<file path="config.mk">
export PLATFORM = sky130hd
export DESIGN_NAME = ivec_latch
export DESIGN_NICKNAME = d
export VERILOG_FILES = /design/src/rtl/ivec_pkg.sv /design/src/rtl/ivec_fsm.sv /design/src/rtl/ivec_data.sv /design/src/rtl/ivec_out.sv /design/src/rtl/ivec_latch.sv
export SDC_FILE = /design/constraint.sdc
export NUM_CORES = 1
export LEC_CHECK = 0
export CORE_MARGIN = 10
export CORE_UTILIZATION = 25
export DETAILED_ROUTE_END_ITERATION = 10
export PLACE_DENSITY = 0.88
export SYNTH_ARGS = -nofsm -noshare
export SYNTH_HDL_FRONTEND = slang
export SYNTH_SLANG_ARGS = --single-unit
</file>
<file path="constraint.sdc">
create_clock -name clk -period 1.1 [get_ports clk]
set_clock_uncertainty 0.2 [all_clocks]
set_input_delay 0.22 -clock clk [delete_from_list [all_inputs] [get_ports clk]]
set_output_delay 0.22 -clock clk [all_outputs]
set_load 0.1 [all_outputs]
</file>
<file path="src/rtl/ivec_pkg.sv">
package ivec_pkg;
    typedef enum logic [0:0] {
        ST_IDLE = 1'b0,
        ST_BUSY = 1'b1
    } ivec_state_t;

    localparam int unsigned NUM_W    = 6;
    localparam int unsigned DATA_W   = 64;
    localparam int unsigned STAT_W   = 8;
    localparam int unsigned BUSY_BIT = 5;
    localparam int unsigned TRAP_W   = 9;
    localparam int unsigned MARK_W   = 5;
    localparam logic [TRAP_W-1:0] VEC_TRAP = 9'h060;
endpackage

</file>
<file path="src/rtl/ivec_fsm.sv">
module ivec_fsm
    import ivec_pkg::*;
(
    input  logic clk,
    input  logic rst_n,
    input  logic req_level,
    input  logic sw_clear,
    output logic busy,
    output logic accept
);
    ivec_state_t state_q, state_d;

    // State register
    always_ff @(posedge clk) begin
        if (!rst_n) state_q <= ST_IDLE;
        else        state_q <= state_d;
    end

    // Transition and output decode
    always_comb begin
        state_d = state_q;
        accept  = 1'b0;
        unique case (state_q)
            ST_IDLE: begin
                if (req_level) begin
                    state_d = ST_BUSY;   // ACCEPT
                    accept  = 1'b1;
                end
            end
            ST_BUSY: begin
                if (sw_clear || !req_level)
                    state_d = ST_IDLE;   // RELEASE
            end
            default: state_d = ST_IDLE;
        endcase
    end

    assign busy = (state_q == ST_BUSY);
endmodule

</file>
<file path="src/rtl/ivec_data.sv">
module ivec_data
    import ivec_pkg::*;
#(
    parameter int unsigned N_WORDS = 3
) (
    input  logic                 clk,
    input  logic                 rst_n,
    input  logic                 accept,
    input  logic [NUM_W-1:0]     num,
    output logic [DATA_W-1:0]    word [N_WORDS]
);
    localparam int unsigned PAD_W = DATA_W - MARK_W - NUM_W;

    for (genvar w = 0; w < N_WORDS; w++) begin : g_word
        logic [DATA_W-1:0] load_val;
        if (w == 0) begin : g_first
            assign load_val = {{PAD_W{1'b0}}, {MARK_W{1'b1}}, num};
        end else begin : g_rest
            assign load_val = '0;
        end
        always_ff @(posedge clk) begin
            if (!rst_n)      word[w] <= '0;
            else if (accept) word[w] <= load_val;
        end
    end
endmodule

</file>
<file path="src/rtl/ivec_out.sv">
module ivec_out
    import ivec_pkg::*;
(
    input  logic              clk,
    input  logic              rst_n,
    input  logic              accept,
    input  logic              busy,
    output logic [STAT_W-1:0] status,
    output logic [TRAP_W-1:0] trap_idx,
    output logic              wake
);
    always_ff @(posedge clk) begin
        if (!rst_n) begin
            trap_idx <= '0;
            wake     <= 1'b0;
        end else begin
            wake <= accept;
            if (accept) trap_idx <= VEC_TRAP;
        end
    end

    always_comb begin
        status           = '0;
        status[BUSY_BIT] = busy;
    end
endmodule

</file>
<file path="src/rtl/ivec_latch.sv">
module ivec_latch
    import ivec_pkg::*;
(
    input  logic              clk,
    input  logic              rst_n,
    input  logic              req_level,
    input  logic [5:0]        req_num,
    input  logic              sw_clear,
    output logic [7:0]        status,
    output logic [63:0]       data0,
    output logic [63:0]       data1,
    output logic [63:0]       data2,
    output logic [8:0]        trap_idx,
    output logic              hard_req,
    output logic              wake
);
    logic busy, accept;
    logic [DATA_W-1:0] words [3];

    ivec_fsm u_fsm (
        .clk(clk), .rst_n(rst_n), .req_level(req_level),
        .sw_clear(sw_clear), .busy(busy), .accept(accept)
    );

    ivec_data #(.N_WORDS(3)) u_data (
        .clk(clk), .rst_n(rst_n), .accept(accept),
        .num(req_num), .word(words)
    );

    ivec_out u_out (
        .clk(clk), .rst_n(rst_n), .accept(accept), .busy(busy),
        .status(status), .trap_idx(trap_idx), .wake(wake)
    );

    assign data0    = words[0];
    assign data1    = words[1];
    assign data2    = words[2];
    assign hard_req = busy;
endmodule

</file>
Word-level counts from Yosys, hierarchy flattened
Index checks and enable logic that the tools add are counted.

Bits in registers: 10. Word-level logic and storage cells: 11. Output and inout port bits: 211.

Reductions and logical operators: 2. Bitwise logic cells: 1. Muxes and demuxes: 4.

Operator list (count): $mux W1 (3); $pmux W1 S2 (1); $logic_not A1 Y1 (1); $logic_or A1 B1 Y1 (1); $not A1 Y1 (1).

Longest topological paths before layout
Depth after elaboration: 4. Depth in mapped cells: 3.

Hierarchy
Synthesis repeated with hierarchy kept, for this count alone.

Cells, all modules: 232. Area, all modules: 1865.5 um2.

Modules (own cells, without submodules): ivec_data (times used 1, sequential area each 140.1 um2, cells each 207, area an instance 1649.1 um2); ivec_out (times used 1, sequential area each 40.0 um2, cells each 21, area an instance 177.7 um2); ivec_fsm (times used 1, sequential area each 20.0 um2, cells each 4, area an instance 38.8 um2).

Worst setup path before layout
Ideal clock, no wire load.

Path kind: register -> output. From: reg, netlist name u_out.trap_idx[5]. To: out data0[10]. Data required time: 680 ps. Buffers on the path: 1. Arrival: 1464 ps. Cell stages (with the launch flop): 2. Setup slack: -784 ps. Cells stage by stage: dfxtp_1 > buf_4.

RTL lines: to (decl) (line ivec_latch.sv:10) `output logic [63:0] data0,`.

==> impl_metrics.csv <==
group,metric,value,unit
finish,areaGrowthSynthToFinish,-5.12,%
floorplanning,num_rows,31,
floorplanning,dieHeight,106,um
worst_setup_path,critPathRequiredTime,0.68,ns
worst_setup_path,critPathTopFamily,"flip-flops",
clock_tree,insertion_delay,0.23,ns
global_routing,grt_pass1_wl,5190,um
route,drt-initial-drc-count,9,
placement,finalWeightedCongestion,0.653,
floorplanning,io_pins,221,
clock_tree,clk_path_buf_depth,2,
route,drc,0,
power,p_per_area,2430,nW/um2
finish,mostFrequentLayoutCells,"conb_1, buf_12, nand2_1, clkdlybuf4s50_1, dfxtp_2",
sta,clock.fmax,747,MHz
worst_setup_path,cp.arrival,0.92,ns
clock_tree,cts_tree,"done",
worst_setup_path,r2r_cells,4,
finish,finalNetCount,275,
job,maxCapViolations,0,
min_path,hold_path.startpoint,"req_level",
clock_tree,cts.sinks,9,
clock_tree,hold_buffers,0,
worst_setup_path,regToRegSetupSlack,-0.10,ns
route,dr_total_vias,876,
worst_setup_path,path_cells,"buf_12",
placement,hpwl,3550,um
sta,whs,0.198,ns
global_routing,antenna_found_initial,0,
synth,seq_area_frac_synth,9.70,%
floorplanning,coreArea,7250,um2
worst_setup_path,startpoint_type,"flip-flop",
route,postRouteAntennaNets,0,
worst_setup_path,cp-end-kind,"output port",
worst_setup_path,rr_startpoint,"u_fsm.busy",
route,detail_route.wirelength,3760,um
sta,finalCritPeriodShare,122,%
worst_setup_path,crit_slowest_cell,"dfxtp_4",
floorplanning,die_x,106,um
finish,multiInputGateArea,871,um2
finish,fillers,805,
finish,drive_gt1_share,14.0,%
sta,setup_violations,22,
outcome,violations,"setup timing",
power,ir_worst_vdd,0.750,mV
global_routing,grt_pass1_vias,1045,
clock_tree,root_buffer,"clkbuf_8",
global_routing,grt_overflow,0,
worst_setup_path,reg2reg_to,"u_data.word[131]",
outcome,outcome,"finished with violations",
route,detail_route.first_pass.iterations,2,
power,p_leak,1.04,nW
synth,syn_inst,237,
route,routedWlPerCell,10.4,um
finish,antenna_cells,0,
finish,ff_latch_area,196,um2
worst_setup_path,critPathKind,"flip-flop to output port",
route,viasPerCell,2.41,
finish,fin_util,24.3,%
clock_tree,numCtsBuffers,3,
synth,ys_ff_latch,9,
floorplanning,initial_core_util,25.6,%
synth,yosys.cell_types.count,10,
sta,tns,-2.90,ns
worst_setup_path,cp_num_buf_inv,1,
sta,fin_crit,1.34,ns
min_path,whs_path_depth,3,
sta,grt_setup_unrepaired,"yes",
worst_setup_path,crit_fanout,8,
worst_setup_path,critical_path.max_stage_delay,0.48,ns
placement,port_buffers,25,
min_path,hp-class,"primary input to flip-flop",
sta,slew_viol_final,0,
synth,ys_warn_count,0,
clock_tree,cts-htree-levels,1,
synth,synth.avg_cell_area,7.83,um2
global_routing,grt_max_degree,9,
clock_tree,clk_pin_slew_worst_paths,0.04,ns
global_routing,grt.total_usage,5.48,%
finish,final_common_cell,"conb_1",
min_path,hold-path-endpoint,"u_out.wake",
floorplanning,die-area,11300,um2
sta,fin_ws,-0.239,ns
power,finalPower,4.28,mW
sta,hold_viol,0,
synth,syn_area,1860,um2
## sequential cells by signal, summed over array words and instances (netlist names)
| name | flops |
|---|---|
| u_data.word | 6 |
| u_fsm.busy | 1 |
| u_out.trap_idx | 1 |
| u_out.wake | 1 |
## layout make-up
cell class                 instances  share of cell area, %
multi-input combinational        218                   49.4
timing repair buffer              33                   29.8
sequential                         9                   11.2
tap                               99                   7.03
clock buffer                       4                   2.56
## worst min-delay path: cells and delay by family
| family | cells | cell delay (ns) |
|---|---|---|
| AND/OR/NAND/NOR | 2 | 0.14 |
| buffers and inverters | 1 | 0.22 |
## how the worst max path moves through the flow
stage | end | start | depth (start not counted) | slack [ns]
finish | data0[8] | u_out.trap_idx[5] | 1 | -0.24
global route | data0[8] | u_out.trap_idx[5] | 1 | -0.27
CTS | data0[8] | u_out.trap_idx[5] | 1 | -0.26
detailed placement | u_data.word[131] | req_level | 4 | -0.43
global placement | u_data.word[131] | req_level | 4 | -0.38
floorplan | data0[10] | u_out.trap_idx[5] | 1 | -0.22
## metrics by stage
stage	cell area [um2]	setup WS [ns]	instances
floorplan	2610	-0.217	431
global placement	1640	-0.385	354
detailed placement	1640	-0.432	354
CTS	1740	-0.258	361
global route	1760	-0.275	363
finish	1760	-0.239	363
## kinds of logic after synthesis
logic type,after synthesis,share of synthesized area [%]
muxes,6,3.23
other,1,0.202
buffers and inverters,204,82.9
and+or+nand+nor,15,3.30
DFF,9,9.70
AOI/OAI and AO/OA,2,0.674
## timing repair
action,4_1_cts,5_1_grt
gates cloned,1,0
gates resized for setup,4,1
pin swaps,0,0
endpoints found under the setup margin,22,22
setup buffers,2,2
## cells in the mapped netlist
| cell type | n | area share (%) |
|---|---|---|
| buf_4 | 202 | 82 |
| nand2_1 | 13 | 2.6 |
| dfxtp_1 | 9 | 9.7 |
| mux2i_1 | 6 | 3.2 |
| buf_6 | 2 | 1.2 |
| a21oi_1 | 1 | 0.27 |
| conb_1 | 1 | 0.20 |
| nor2_1 | 1 | 0.20 |
| nor2b_2 | 1 | 0.47 |
| o21a_1 | 1 | 0.40 |
## report_power, final
group / leakage [nW] / switching (mW) / internal, mW
Clock: 0.0228 / 0.129 / 0.252
Sequential: 0.0781 / 0.0351 / 0.352
Combinational: 0.941 / 3.27 / 0.239
## layer usage
metal,GRT usage (%),vias up,part of all wire (%)
li1,-,376,-
met1,3.91,379,29
met2,9.85,119,50
met3,5.80,2,21
met4,0.967,0,0.27
met5,0,-,0
No activity file was read; power rests on OpenSTA's default activity.
